==> src/rtl/sta_pkg.sv <==
package sta_pkg;

  // How the slot walk picks its first slot.
  typedef enum logic {
    SCAN_ROTATE   = 1'b0,
    SCAN_FROM_TOP = 1'b1
  } scanMode_e;

  // Strobes from the scan control to the slot-table datapath.
  typedef struct packed {
    logic tblWrite;   // commit the write port into the table at this edge
    logic selValid;   // the selected slot is a real winner this cycle
  } ctrlStrobe_t;

endpackage

==> src/rtl/sta_slot_table.sv <==
module sta_slot_table
  import sta_pkg::*;
#(
  parameter int unsigned NUM_REQ       = 4,
  parameter int unsigned SLOTS_PER_REQ = 4,
  localparam int unsigned SLOTS  = NUM_REQ * SLOTS_PER_REQ,
  localparam int unsigned SLOT_W = $clog2(SLOTS),
  localparam int unsigned REQ_W  = $clog2(NUM_REQ)
) (
  input  logic               clk,
  input  logic               rstN,
  input  ctrlStrobe_t        strobe,
  input  logic [SLOT_W-1:0]  wrSlot,
  input  logic [REQ_W-1:0]   wrReq,
  input  logic [SLOT_W-1:0]  selSlot,
  input  logic [NUM_REQ-1:0] reqVec,
  output logic [SLOTS-1:0]   hitVec,
  output logic [NUM_REQ-1:0] grantVec
);

  localparam logic [REQ_W:0] REQ_LIMIT = (REQ_W+1)'(NUM_REQ);

  logic [REQ_W-1:0]   slotTbl [SLOTS];
  logic [NUM_REQ-1:0] presentVec;

  // Table storage: reset to an ascending repeating pattern, then writable.
  always_ff @(posedge clk) begin
    if (!rstN) begin
      for (int s = 0; s < SLOTS; s++) begin
        slotTbl[s] <= REQ_W'(s % NUM_REQ);
      end
    end else if (strobe.tblWrite) begin
      slotTbl[wrSlot] <= wrReq;
    end
  end

  // Per-slot match: the named requester exists and is asking.
  for (genvar s = 0; s < SLOTS; s++) begin : g_hit
    always_comb begin
      hitVec[s] = 1'b0;
      if ({1'b0, slotTbl[s]} < REQ_LIMIT) begin
        hitVec[s] = reqVec[slotTbl[s]];
      end
    end
  end

  // Which requesters are named somewhere in the table.
  for (genvar r = 0; r < NUM_REQ; r++) begin : g_present
    always_comb begin
      presentVec[r] = 1'b0;
      for (int s = 0; s < SLOTS; s++) begin
        if (slotTbl[s] == REQ_W'(r)) presentVec[r] = 1'b1;
      end
    end
  end

  // Decode the winning slot into a one-hot grant.
  always_comb begin
    grantVec = '0;
    if (strobe.selValid) begin
      grantVec[slotTbl[selSlot]] = 1'b1;
    end
  end

  p_grant_onehot_r2: assert property (@(posedge clk) disable iff (!rstN)
    $onehot0(grantVec) && (strobe.selValid == (|grantVec)));

  p_grant_asked_r2: assert property (@(posedge clk) disable iff (!rstN)
    (grantVec & ~reqVec) == '0);

  p_unlisted_idle_r6: assert property (@(posedge clk) disable iff (!rstN)
    (grantVec & ~presentVec) == '0);

endmodule

==> src/rtl/sta_scan_ctrl.sv <==
module sta_scan_ctrl
  import sta_pkg::*;
#(
  parameter int unsigned NUM_REQ       = 4,
  parameter int unsigned SLOTS_PER_REQ = 4,
  localparam int unsigned SLOTS  = NUM_REQ * SLOTS_PER_REQ,
  localparam int unsigned SLOT_W = $clog2(SLOTS)
) (
  input  logic              clk,
  input  logic              rstN,
  input  logic              fixedMode,
  input  logic              tblWrEn,
  input  logic [SLOTS-1:0]  hitVec,
  output ctrlStrobe_t       strobe,
  output logic [SLOT_W-1:0] selSlot
);

  localparam logic [SLOT_W-1:0] LAST_SLOT = SLOT_W'(SLOTS - 1);

  scanMode_e         scanMode;
  logic [SLOT_W-1:0] lastPtr;
  logic [SLOT_W-1:0] startSlot;
  logic              found;
  logic [SLOT_W-1:0] winSlot;
  int unsigned       probe;

  assign scanMode = scanMode_e'(fixedMode);

  // First slot of this walk.
  always_comb begin
    if (scanMode == SCAN_FROM_TOP || lastPtr == LAST_SLOT) startSlot = '0;
    else                                                   startSlot = lastPtr + 1'b1;
  end

  // Rotate-and-priority-encode over all slots in one cycle.
  always_comb begin
    found   = 1'b0;
    winSlot = '0;
    probe   = 0;
    for (int i = 0; i < SLOTS; i++) begin
      probe = int'(startSlot) + i;
      if (probe >= SLOTS) probe = probe - SLOTS;
      if (!found && hitVec[probe]) begin
        found   = 1'b1;
        winSlot = SLOT_W'(probe);
      end
    end
  end

  // Last-grant pointer.
  always_ff @(posedge clk) begin
    if (!rstN)                        lastPtr <= LAST_SLOT;
    else if (scanMode == SCAN_FROM_TOP) lastPtr <= LAST_SLOT;
    else if (found)                   lastPtr <= winSlot;
  end

  always_comb begin
    strobe.tblWrite = tblWrEn;
    strobe.selValid = found;
  end
  assign selSlot = winSlot;

  p_ptr_follow_r4: assert property (@(posedge clk) disable iff (!rstN)
    (strobe.selValid && !fixedMode) |=> lastPtr == $past(selSlot));

  p_ptr_hold_r5: assert property (@(posedge clk) disable iff (!rstN)
    (!strobe.selValid && !fixedMode) |=> $stable(lastPtr));

  p_top_start_r9: assert property (@(posedge clk) disable iff (!rstN)
    fixedMode |=> startSlot == '0);

  p_ask_gets_grant_r3: assert property (@(posedge clk) disable iff (!rstN)
    (|hitVec) == strobe.selValid);

endmodule

==> src/rtl/slot_table_arbiter.sv <==
module slot_table_arbiter
  import sta_pkg::*;
#(
  parameter int unsigned NUM_REQ       = 4,
  parameter int unsigned SLOTS_PER_REQ = 4,
  localparam int unsigned SLOTS  = NUM_REQ * SLOTS_PER_REQ,
  localparam int unsigned SLOT_W = $clog2(SLOTS),
  localparam int unsigned REQ_W  = $clog2(NUM_REQ)
) (
  input  logic               clk,
  input  logic               rstN,
  input  logic [NUM_REQ-1:0] reqVec,
  input  logic               fixedMode,
  input  logic               tblWrEn,
  input  logic [SLOT_W-1:0]  tblWrSlot,
  input  logic [REQ_W-1:0]   tblWrReq,
  output logic [NUM_REQ-1:0] grantVec,
  output logic               grantValid,
  output logic [SLOT_W-1:0]  grantSlot
);

  ctrlStrobe_t       strobe;
  logic [SLOTS-1:0]  hitVec;
  logic [SLOT_W-1:0] selSlot;

  sta_scan_ctrl #(
    .NUM_REQ      (NUM_REQ),
    .SLOTS_PER_REQ(SLOTS_PER_REQ)
  ) u_ctrl (
    .clk      (clk),
    .rstN     (rstN),
    .fixedMode(fixedMode),
    .tblWrEn  (tblWrEn),
    .hitVec   (hitVec),
    .strobe   (strobe),
    .selSlot  (selSlot)
  );

  sta_slot_table #(
    .NUM_REQ      (NUM_REQ),
    .SLOTS_PER_REQ(SLOTS_PER_REQ)
  ) u_table (
    .clk     (clk),
    .rstN    (rstN),
    .strobe  (strobe),
    .wrSlot  (tblWrSlot),
    .wrReq   (tblWrReq),
    .selSlot (selSlot),
    .reqVec  (reqVec),
    .hitVec  (hitVec),
    .grantVec(grantVec)
  );

  assign grantValid = strobe.selValid;
  assign grantSlot  = selSlot;

endmodule

==> config.mk <==
export PLATFORM = sky130hd
export DESIGN_NAME = slot_table_arbiter
export DESIGN_NICKNAME = d
export VERILOG_FILES = /design/src/rtl/sta_pkg.sv /design/src/rtl/sta_slot_table.sv /design/src/rtl/sta_scan_ctrl.sv /design/src/rtl/slot_table_arbiter.sv
export SDC_FILE = /design/constraint.sdc
export NUM_CORES = 1
export LEC_CHECK = 0
export ABC_CLOCK_PERIOD_IN_PS = 10400
export CAP_MARGIN = 10
export CORE_MARGIN = 2
export CORE_UTILIZATION = 34
export CTS_BUF_LIST = sky130_fd_sc_hd__clkbuf_8
export DETAILED_ROUTE_END_ITERATION = 8
export SYNTH_ARGS = -nofsm -noshare
export SYNTH_HDL_FRONTEND = slang
export SYNTH_SLANG_ARGS = --single-unit
==> constraint.sdc <==
create_clock -name clk -period 10.4 [get_ports clk]
set_input_delay 2.08 -clock clk [delete_from_list [all_inputs] [get_ports clk]]
set_output_delay 2.08 -clock clk [all_outputs]
set_load 0.05 [all_outputs]
; ---- After elaboration in Yosys (flattened, before gate mapping)
; Memory sizes are Yosys's and may differ from the RTL's.
; Cells that the tools add are included.
; Widths: inputs -> output; s select.
[classes]
add_sub_neg = 32
mul = 0
reduce_logical = 34
n_bitwise = 1
muxes = 123
div_mod_pow = 0
n_shift = 0
eq_ne = 1
magnitude_cmp = 50
[op_table]
columns = op, n
row1 = $lt 32x5->1 const B, 16
row2 = $mux 32, 16
row3 = $ge 32x5->1 const B, 15
row4 = $sub 32x5->32 const B, 15
row5 = $mux 4, 19
row6 = $bmux 1 s4, 16
row7 = $mux 1, 54
row8 = $lt 2x3->1 const B, 17
row9 = $add 4x4->5 const B, 8
row10 = $bmux 1 s2, 16
row11 = $add 4x3->5 const B, 4
row12 = $logic_and 1x1->1, 16
row13 = $logic_not 1->1, 15
row14 = $add 4x2->5 const B, 2
row15 = $sub 4x5->6 const B, 1
row16 = $add 4x1->5 const B, 1
row17 = $ge 4x5->1 const B, 1
row18 = $add 4x1->4 const B, 1
row19 = $eq 4x4->1 const B, 1
row20 = $reduce_or 2->1, 2
row21 = $demux 1 s2, 1
row22 = $ge 2x1->1 const B, 1
row23 = $mux 2, 1
row24 = $logic_or 1x1->1, 1
row25 = $not 1->1, 1
[totals]
regBits = 4
output_inout_bits = 9
rom_bits = 0
wordCells = 243
latchBits = 0
ramBits = 32
mem_count = 1
inputBits = 14
[mem_list]
columns = memory, depth, word_bits, read_ports, rd_ports_with_merged_regs, write_ports, line
row1 = u_table.slotTbl, 16, 2, 17, 0, 16, sta_slot_table.sv:23  ; logic [REQ_W-1:0] slotTbl [SLOTS];

; ---- Logic depth before layout (Yosys ltp)
; Gate-level depths: netlist (run 1).
; An unclocked memory read counts as a cell.
[depth]
depth_word = 59
mapped_depth = 24
mapped_depth_nobuf = 20

; ---- Modules after synthesis
; Synthesis (run 1) repeated with hierarchy kept, for this count alone.
[hier_totals]
hier_cells = 539
area_unflattened_um2 = 4888.4
[by_module_without_submodules]
columns = mod, area_per_inst_um2, cells_per_inst, instances, seq_area_each_um2
row1 = sta_scan_ctrl, 2766.4, 370, 1, 80.1
row2 = sta_slot_table, 2122.0, 169, 1, 960.9

; ---- Worst setup path after synthesis (run 1)
; No wires, ideal clock.
[synth_timing]
path_kind = input port to output port
from = input port fixedMode
to = output port grantVec[0]
setup_slack_ps = 699
t_required_ps = 8320
t_arrival_ps = 7621
stages = 20
cell_sequence = buf_2 -> a31oi_1 -> nand2_1 -> buf_2 -> ha_1 -> buf_2 -> clkbuf_1 -> mux2_2 -> mux4_2 -> nand2_1 -> a21oi_1 -> a21o_1 -> a211o_1 -> a221oi_1 -> o211a_2 -> buf_4 -> inv_1 -> o31ai_1 -> a221oi_1 -> o32ai_1
[synth_via]
elab_chain_len = 58
word_cells_on_any_way = 166
[synth_rtl]
columns = element, line
row1 = start: declaration, slot_table_arbiter.sv:13  ; input logic fixedMode,
row2 = $logic_or 1x1->1 *, sta_scan_ctrl.sv:31  ; if (scanMode == SCAN_FROM_TOP || lastPtr == LAST_SLOT) startSlot = '0;
row3 = $mux 4 *, sta_scan_ctrl.sv:31
row4 = "parallel branches: the longest is 49 deep, another holds $sub 32x5->32", n/a
row5 = $mux 4 *, sta_scan_ctrl.sv:43  ; if (!found && hitVec[probe]) begin
row6 = via grantSlot[2], slot_table_arbiter.sv:19  ; output logic [SLOT_W-1:0] grantSlot
row7 = $mem_v2 16x2 *, n/a
row8 = $lt 2x3->1 (not written as such) / $ge 2x1->1 (equally long branches), sta_slot_table.sv:61  ; grantVec[slotTbl[selSlot]] = 1'b1;
row9 = $logic_and 1x1->1 (not written as such), sta_slot_table.sv:61
row10 = $mux 1 (not written as such), sta_slot_table.sv:61
row11 = $demux 1 s2 *, n/a
row12 = $mux 4 *, sta_slot_table.sv:60  ; if (strobe.selValid) begin
row13 = end: declaration, slot_table_arbiter.sv:17  ; output logic [NUM_REQ-1:0] grantVec,
; Mark *: on every way through the listed nets, which the timed path passes. The select of a mux whose other input is x is not followed.

; ---- Worst setup path after layout (run 1)
[layout_timing]
from = input port fixedMode
to = output port grantVec[0]
[layout_via]
elab_chain_len = 58
word_cells_on_any_way = 166
[layout_rtl]
columns = element, line
row1 = $logic_or 1x1->1 *, sta_scan_ctrl.sv:31
row2 = $mux 4 *, sta_scan_ctrl.sv:31
row3 = "parallel branches: the longest is 55 deep, another holds $sub 32x5->32", n/a
row4 = $mux 4 *, sta_slot_table.sv:60
; Every way passes the cells marked *. The select of a mux whose other input is x is not followed.

==> impl.org, run 1 <==
** Worst setup path
- Setup slack of the worst register-to-register path :: 5.44 ns
- CP Capture Type :: primary output
- Critical Path, Cell by Cell :: clkdlybuf4s50_1 > buf_4 > a311o_2 > ha_2 > inv_2 > mux2i_1 > mux2i_1 > mux2i_2 > nand2_1 > nor3_1 > nand2b_1 > a221oi_1 > o211a_2 > inv_1 > o31ai_1 > a221oi_1 > o32ai_1 > buf_4 > buf_12
- Of all nets on the critical path, the largest fanout is 12.
- In this run the critical register-to-register path is captured at u_ctrl.lastPtr[2]$_SDFFE_PP1P_.
- Maximum single-stage delay on the critical path :: 0.54 ns
- Data on the critical path is required at its endpoint by 8.32 ns.
- Critical setup path kind :: in2out
- Data arrives at the worst endpoint at 7.83 ns.
- The worst setup path is launched from a primary input.
- Logic depth of the worst register-to-register path :: 17
- Slowest-stage cell, CP :: sky130_fd_sc_hd__ha_2
- RR Startpoint :: u_ctrl.lastPtr[0]$_SDFFE_PP1P_

** Status
- The run finished with clean final reports.

** Timing
- Minimum clock period after layout :: 9.91 ns
- The number of max-slew violations in the final report came to 0.
- The tightest hold path in the finished design has a slack of 0.610 ns.
- Setup violations remaining at the end of the flow were counted as 0.
- Across the routed clock network, the largest skew measured is 0.00179 ns.
- Pin slew with the least headroom to its limit :: 1.01 ns
- Slew headroom :: 32.1%
- Ratio of final minimum period to clock period :: 95.3%
- RSZ-0062 raised after global routing :: no
- Number of endpoints with negative hold slack in the final report :: 0
- Fmax :: 101 MHz
- In the final timing run, aggregate negative setup slack is 0 ns.

** GRT
- Entering global routing, the biggest net connects 21 pins.
- The initial antenna violation count was 0.
- Global routing consumed, over all layers together, 19.5% of the routing resources.
- GR Overflow Total :: 0
- Wire length of the first global-routing pass :: 24.6 mm
- Via count of the first global-routing pass :: 4,466

** Finish
- In the final layout, the multi-input gates occupy 3630 sq um.
- The repair_antennas step left the layout with diodes totalling 0.
- For this run, the post-layout net count is 580.
- Cells fill 38.4% of the core in the end.
- The filler cells instantiated in the layout total 1,449.
- Footprint of the flip-flops and latches :: 1040 sq um
- Cells with a size suffix above 1 make up 18.8% of the layout.
- Syn-to-layout area delta :: 11.4%

** CTS
- Buffers inserted during clock tree synthesis total 5.
- Clock input transition at the sequential cells of the worst setup and hold paths :: 0.08 ns
- Counting along the longest clock path gives a buffer depth of 2.
- Maximum level of the CTS H-tree :: 2
- The tree built by TritonCTS fans out to 36 sinks.
- At the later pin of the worst-skew pair, clock insertion delay measures 0.29 ns.
- Post-CTS Hold Fix Bufs :: 0
- The tree is rooted in a sky130_fd_sc_hd__clkbuf_8.
- TritonCTS built the clock tree.

** Floorplanning
- The floorplan step set the die height to 125 um.
- From left edge to right edge, the die measures 125 um.
- Count of boundary I/O pins :: 23
- The die covers 15,500 sq um.
- The floorplan step defined a core boundary enclosing 14,400 sq um.
- The initialized floorplan defines 44 standard-cell rows.
- Initial core utilization :: 34.5%

** Job
- Maximum Capacitance Violations :: 0

** Synth
- In the synthesized netlist the dominant register cell turns out to be sky130_fd_sc_hd__edfxtp_1.
- Counting every net in the synthesized netlist gives 562.
- The cell area that synthesis handed to floorplanning was 4950 sq um.
- Ranked by instance count, the synthesized netlist is headed by sky130_fd_sc_hd__mux2i_1, sky130_fd_sc_hd__nand2_1, sky130_fd_sc_hd__edfxtp_1, sky130_fd_sc_hd__nor3_1, sky130_fd_sc_hd__o21ai_0.
- Cells after synthesis :: 540
- Number of synthesized register bits :: 36
- Number of warnings reported in the yosys synthesis log :: 0
- In this run, synthesis inferred 32 flip-flops with an integrated enable.
- The synthesized design devotes to its leading area cell type 19.4% of total area.
- In the post-synthesis netlist, the biggest area contributors are sky130_fd_sc_hd__edfxtp_1, sky130_fd_sc_hd__mux2i_1, sky130_fd_sc_hd__mux4_1.
- Async S/R FF share, synth :: 0%
- Most common cell in the synthesized netlist :: sky130_fd_sc_hd__mux2i_1
- Leading area contributor after synthesis :: sky130_fd_sc_hd__edfxtp_1
- Mean instance size in the synthesized netlist :: 9.17 sq um
- Synthesis instantiated 90 different standard cells from the library.
- Sequential cell area fraction in the yosys report :: 21.0%

** Min path
- The worst hold path terminates at u_ctrl.lastPtr[0]$_SDFFE_PP1P_.
- Path category of the worst min-delay check :: reg2reg
- Along the worst hold path, the cell count comes to 2.
- The worst hold path begins at u_ctrl.lastPtr[0]$_SDFFE_PP1P_.

** Place
- Routability congestion estimate from global placement :: 1.03
- Half-perimeter wire length after placement :: 12.5 mm
- Port buffering added 22 buffers.

** Route
- The routed layout has 4,720 vias.
- Routed vias/inst :: 6.35
- Once detail routing completed, the nets flagged for antenna violations numbered 0.
- Remaining routing DRC violations :: 0
- Routed len/inst :: 21.1 um
- For this block, the initial DRC count from the detailed router was 392.
- WL final :: 15.7 mm
- The first detailed-routing pass took 5 iterations.
per-layer routing:
layer	GRT usage (%)	vias up	share of wire, %
met5	0	-	0
met4	7.27	0	3.4
met2	33.5	208	49
met1	25.1	2302	42
li1	-	2174	-
met3	2.23	36	6.2
critical path: cells and delay by family:
| kind | cells | cell delay, ns |
|---|---|---|
| compound gates | 6 | 2.15 |
| fa+ha+maj | 1 | 0.54 |
| buf+inv | 6 | 1.24 |
| mux | 3 | 1.03 |
| simple gates | 3 | 0.77 |
flip-flops by register name, summed over array words and instances (netlist names):
| name | count |
|---|---|
| u_table.slotTbl | 32 |
| u_ctrl.lastPtr | 4 |
worst max path at each step:
| stage | cells past startpoint | start | end |
|---|---|---|---|
| 3_5_place_dp | 19 | fixedMode | grantVec[0] |
| 3_3_place_gp | 18 | fixedMode | grantVec[1] |
| 2_1_floorplan | 20 | fixedMode | grantVec[0] |
| 6_report | 19 | fixedMode | grantVec[0] |
| 5_1_grt | 21 | fixedMode | grantVec[0] |
| 4_1_cts | 19 | fixedMode | grantVec[0] |
cells in the final DEF (no fill, tap or decap), types with 9 or more instances in the layout:
cell / Yosys / layout
sky130_fd_sc_hd__nand4_1: 9 / 9
sky130_fd_sc_hd__nor3_1: 29 / 29
sky130_fd_sc_hd__edfxtp_1: 32 / 32
sky130_fd_sc_hd__nand2_1: 52 / 52
sky130_fd_sc_hd__nor2_1: 25 / 25
sky130_fd_sc_hd__mux4_1: 15 / 15
sky130_fd_sc_hd__a31oi_1: 10 / 10
sky130_fd_sc_hd__or3_1: 12 / 12
sky130_fd_sc_hd__nand3_1: 19 / 19
sky130_fd_sc_hd__buf_4: 1 / 26
sky130_fd_sc_hd__a21oi_1: 25 / 25
sky130_fd_sc_hd__mux2_2: 18 / 18
sky130_fd_sc_hd__mux2i_1: 55 / 55
sky130_fd_sc_hd__clkdlybuf4s50_1: 0 / 16
sky130_fd_sc_hd__o21ai_0: 26 / 26
sky130_fd_sc_hd__inv_1: 16 / 16
metrics by stage:
step	instances	instance area [sq um]	setup WS, ns
after floorplan	540	4950	0.699
after global placement	735	5400	0.315
after detailed placement	735	5400	0.360
after CTS	743	5510	0.358
after global routing	743	5520	0.0448
final	743	5520	0.489
kinds of logic (layout without fill, tap and decap cells):
logic type,count (synthesis),in the layout,share of synthesized area (%)
AOI/OAI and AO/OA,138,138,21.0
muxes,102,102,28.6
adders and majority gates,8,8,2.02
DFF,36,36,21.0
and+or+nand+nor,195,195,20.6
buffers and inverters,56,75,5.66
xor gates and xnor gates,5,5,1.04
final cells by class:
class / instances / share of cell area (%)
Inverter: 22 / 1.52
Sequential cell: 36 / 18.9
Multi-Input combinational cell: 448 / 65.9
Tap cell: 184 / 4.17
Clock inverter: 3 / 0.771
Clock buffer: 5 / 1.25
Timing Repair Buffer: 45 / 7.53
timing repair:
item | 4_1_cts | 5_1_grt
buffers inserted | 0 | 0
gates resized for setup | 0 | 1
hold endpoints to repair | 0 | 0
endpoints found under the setup margin | 0 | 1
Power of run 1 is not shown: default switching activity piles up to over one toggle a cycle in this logic, so the estimate is an artifact.
==> inputs of run 2 (changes only) <==
- TNS_END_PERCENT: unset -> 100
==> results of run 2 <==
Final layout, timing and power as in run 1 (identical DEF).
Power of run 2 is left out for the same reason.
==> inputs of run 3 (changes only) <==
- PLACE_DENSITY_LB_ADDON: unset -> 0.2
==> impl.org, run 3 (synthesized netlist as in run 1, its figures left out) <==
** CTS
- Clock buffers created by TritonCTS :: 5
- Post-CTS Resized :: 0
- Buffers added to address setup during post-CTS repair amount to 0.
- Clock latency reported for the late side of the worst-skew pair :: 0.29 ns
- Clock input transition at the sequential cells of the worst setup and hold paths :: 0.07 ns
- Clock tree sinks :: 36
- Clock root cell :: sky130_fd_sc_hd__clkbuf_8
- TritonCTS built the clock tree.
- Maximum count of clock buffers along a single path :: 2
- After clock tree synthesis, the flow added hold-fix buffers numbering 0.
- The H-tree was split into 2 levels.

** Worst setup path
- Data on the critical path arrives at its endpoint at 7.81 ns.
- STA classifies the critical path endpoint as a primary output.
- At the worst endpoint, the required time is 8.32 ns.
- The worst register-to-register path has a setup slack of 5.39 ns.
- Along the worst path, the maximum fanout reaches 16.
- Kind of start point of the critical path :: primary input
- The critical path is of the in2out type.

** Finish
- Cells with a size suffix above 1 make up 17.8% of the layout.
- Area of the multi-input gates :: 3630 sq um
- The library cell used most frequently in the layout, excluding fill and tap cells, is sky130_fd_sc_hd__mux2i_1.
- The register with the most flip-flops in the layout has 32 of them.
- Counting the fill cells in the layout gives 1,469.
- Highest-count cells in the layout ignoring fill and taps :: sky130_fd_sc_hd__mux2i_1, sky130_fd_sc_hd__nand2_1, sky130_fd_sc_hd__edfxtp_1
- Largest Register :: u_table.slotTbl
- Footprint of the flip-flops and latches :: 1040 sq um
- Antenna diodes :: 0
- Biggest regs :: u_table.slotTbl (32), u_ctrl.lastPtr (4)
- Relative to the synthesized area, the layout overhead comes to 10.5%.
- Net total in the final layout :: 579

** Route
- The pre-antenna-repair detailed-routing pass consisted of 5 iterations.
- The detailed router placed 4,702 vias in this run.
- Routed len/inst :: 21.7 um
- For this block, the initial DRC count from the detailed router was 340.
- Post-route antenna net violation count :: 0
- In the routed design, unresolved DRC markers number 0.
- Routed vias/inst :: 6.35
- The final layout contains routed wiring with a total length of 16.1 mm.

** Timing
- Setup repair after global routing left no endpoint under its margin.
- Ratio of final minimum period to clock period :: 95.1%
- For the pin with the worst max-slew slack, the measured transition is 1.01 ns.
- Setup tns final :: 0 ns
- Fmax :: 101 MHz
- Final Setup Violations :: 0
- Headroom to the max-slew limit came out at 32.4%.
- The final hold violation count was 0.
- For the final database, setup skew stands at 0.00788 ns.
- The number of max-slew violations in the final report was 0.
- The worst path in the final design needs a cycle of 9.89 ns, including I/O delays and setup.

** Floorplanning
- From left edge to right edge, the die measures 125 um.
- The initial utilization of the core area, before any placement, comes to 34.5%.
- 23 I/O pins were placed.
- The floorplan has 44 rows.
- The core region is 14,400 sq um.
- Die Span Y :: 125 um
- Floorplan die area :: 15,500 sq um

** GRT
- GR Overflow Total :: 0
- The number of global-route vias before repair was 4,581.
- Antenna violations before repair :: 0
- Largest net degree at the start of global routing :: 21
- Aggregate global-route resource usage :: 20.5%
- The first global-routing pass estimated 25.3 mm of wire.

** Place
- Input/output buffers :: 22
- Routability-driven placement finished with a final weighted congestion of 0.930.
- Half-perimeter wire length after placement :: 13.0 mm

** Job
- The tool flagged a number of max-cap violations equal to 0.

** Min path
- Path category of the worst min-delay check :: reg2reg

** Status
- Outcome :: complete, no violations
-- run 3: critical path: stages --
cell,delay [ns]
sky130_fd_sc_hd__clkdlybuf4s50_1,0.66
sky130_fd_sc_hd__mux4_1,0.65
sky130_fd_sc_hd__mux2i_1,0.25
sky130_fd_sc_hd__mux2i_1,0.23
sky130_fd_sc_hd__mux2i_1,0.62
sky130_fd_sc_hd__o21ai_0,0.15
sky130_fd_sc_hd__buf_4,0.19
sky130_fd_sc_hd__a21oi_1,0.13
sky130_fd_sc_hd__o21ai_0,0.15
sky130_fd_sc_hd__a2111o_1,0.48
sky130_fd_sc_hd__o2bb2ai_2,0.79
sky130_fd_sc_hd__mux2i_1,0.30
sky130_fd_sc_hd__mux2i_1,0.11
sky130_fd_sc_hd__mux2_2,0.34
sky130_fd_sc_hd__or3_1,0.35
sky130_fd_sc_hd__o31ai_1,0.12
sky130_fd_sc_hd__buf_12,0.19
-- run 3: worst paths after layout --
check,start,endpoint,cells past startpoint
max,reqVec[2],grantVec[1],17
max reg2reg,u_ctrl.lastPtr[0]$_SDFFE_PP1P_,u_ctrl.lastPtr[3]$_SDFFE_PP1P_,19
min reg2reg,u_ctrl.lastPtr[1]$_SDFFE_PP1P_,u_ctrl.lastPtr[1]$_SDFFE_PP1P_,2
min,u_ctrl.lastPtr[1]$_SDFFE_PP1P_,u_ctrl.lastPtr[1]$_SDFFE_PP1P_,2
-- run 3: cell type report --
type | count | area share [%]
Sequential cell | 36 | 19.0
Clock buffer | 5 | 1.26
Multi-Input combinational cell | 448 | 66.3
Inverter | 22 | 1.53
Tap cell | 184 | 4.21
Clock inverter | 2 | 0.137
Timing Repair Buffer | 44 | 7.50
-- run 3: metrics by stage --
step	setup WS (ns)	hold slack [ns]	util, %	instances	area (sq um)
6_report	0.507	0.568	38.1	741	5470
5_1_grt	0.114	0.630	38.1	741	5470
4_1_cts	0.558	0.577	38.1	741	5470
3_5_place_dp	0.570	0.558	37.6	734	5400
3_3_place_gp	0.507	0.579	37.6	734	5400
2_1_floorplan	0.699	0.500	-	540	4950
-- run 3: per-layer routing --
| metal | track usage, % | share of wire [%] |
|---|---|---|
| met1 | 24.5 | 41 |
| met2 | 35.8 | 49 |
| met3 | 2.28 | 5.1 |
| met4 | 11.0 | 5.3 |
| met5 | 0 | 0 |
Power of run 3 is left out for the same reason.
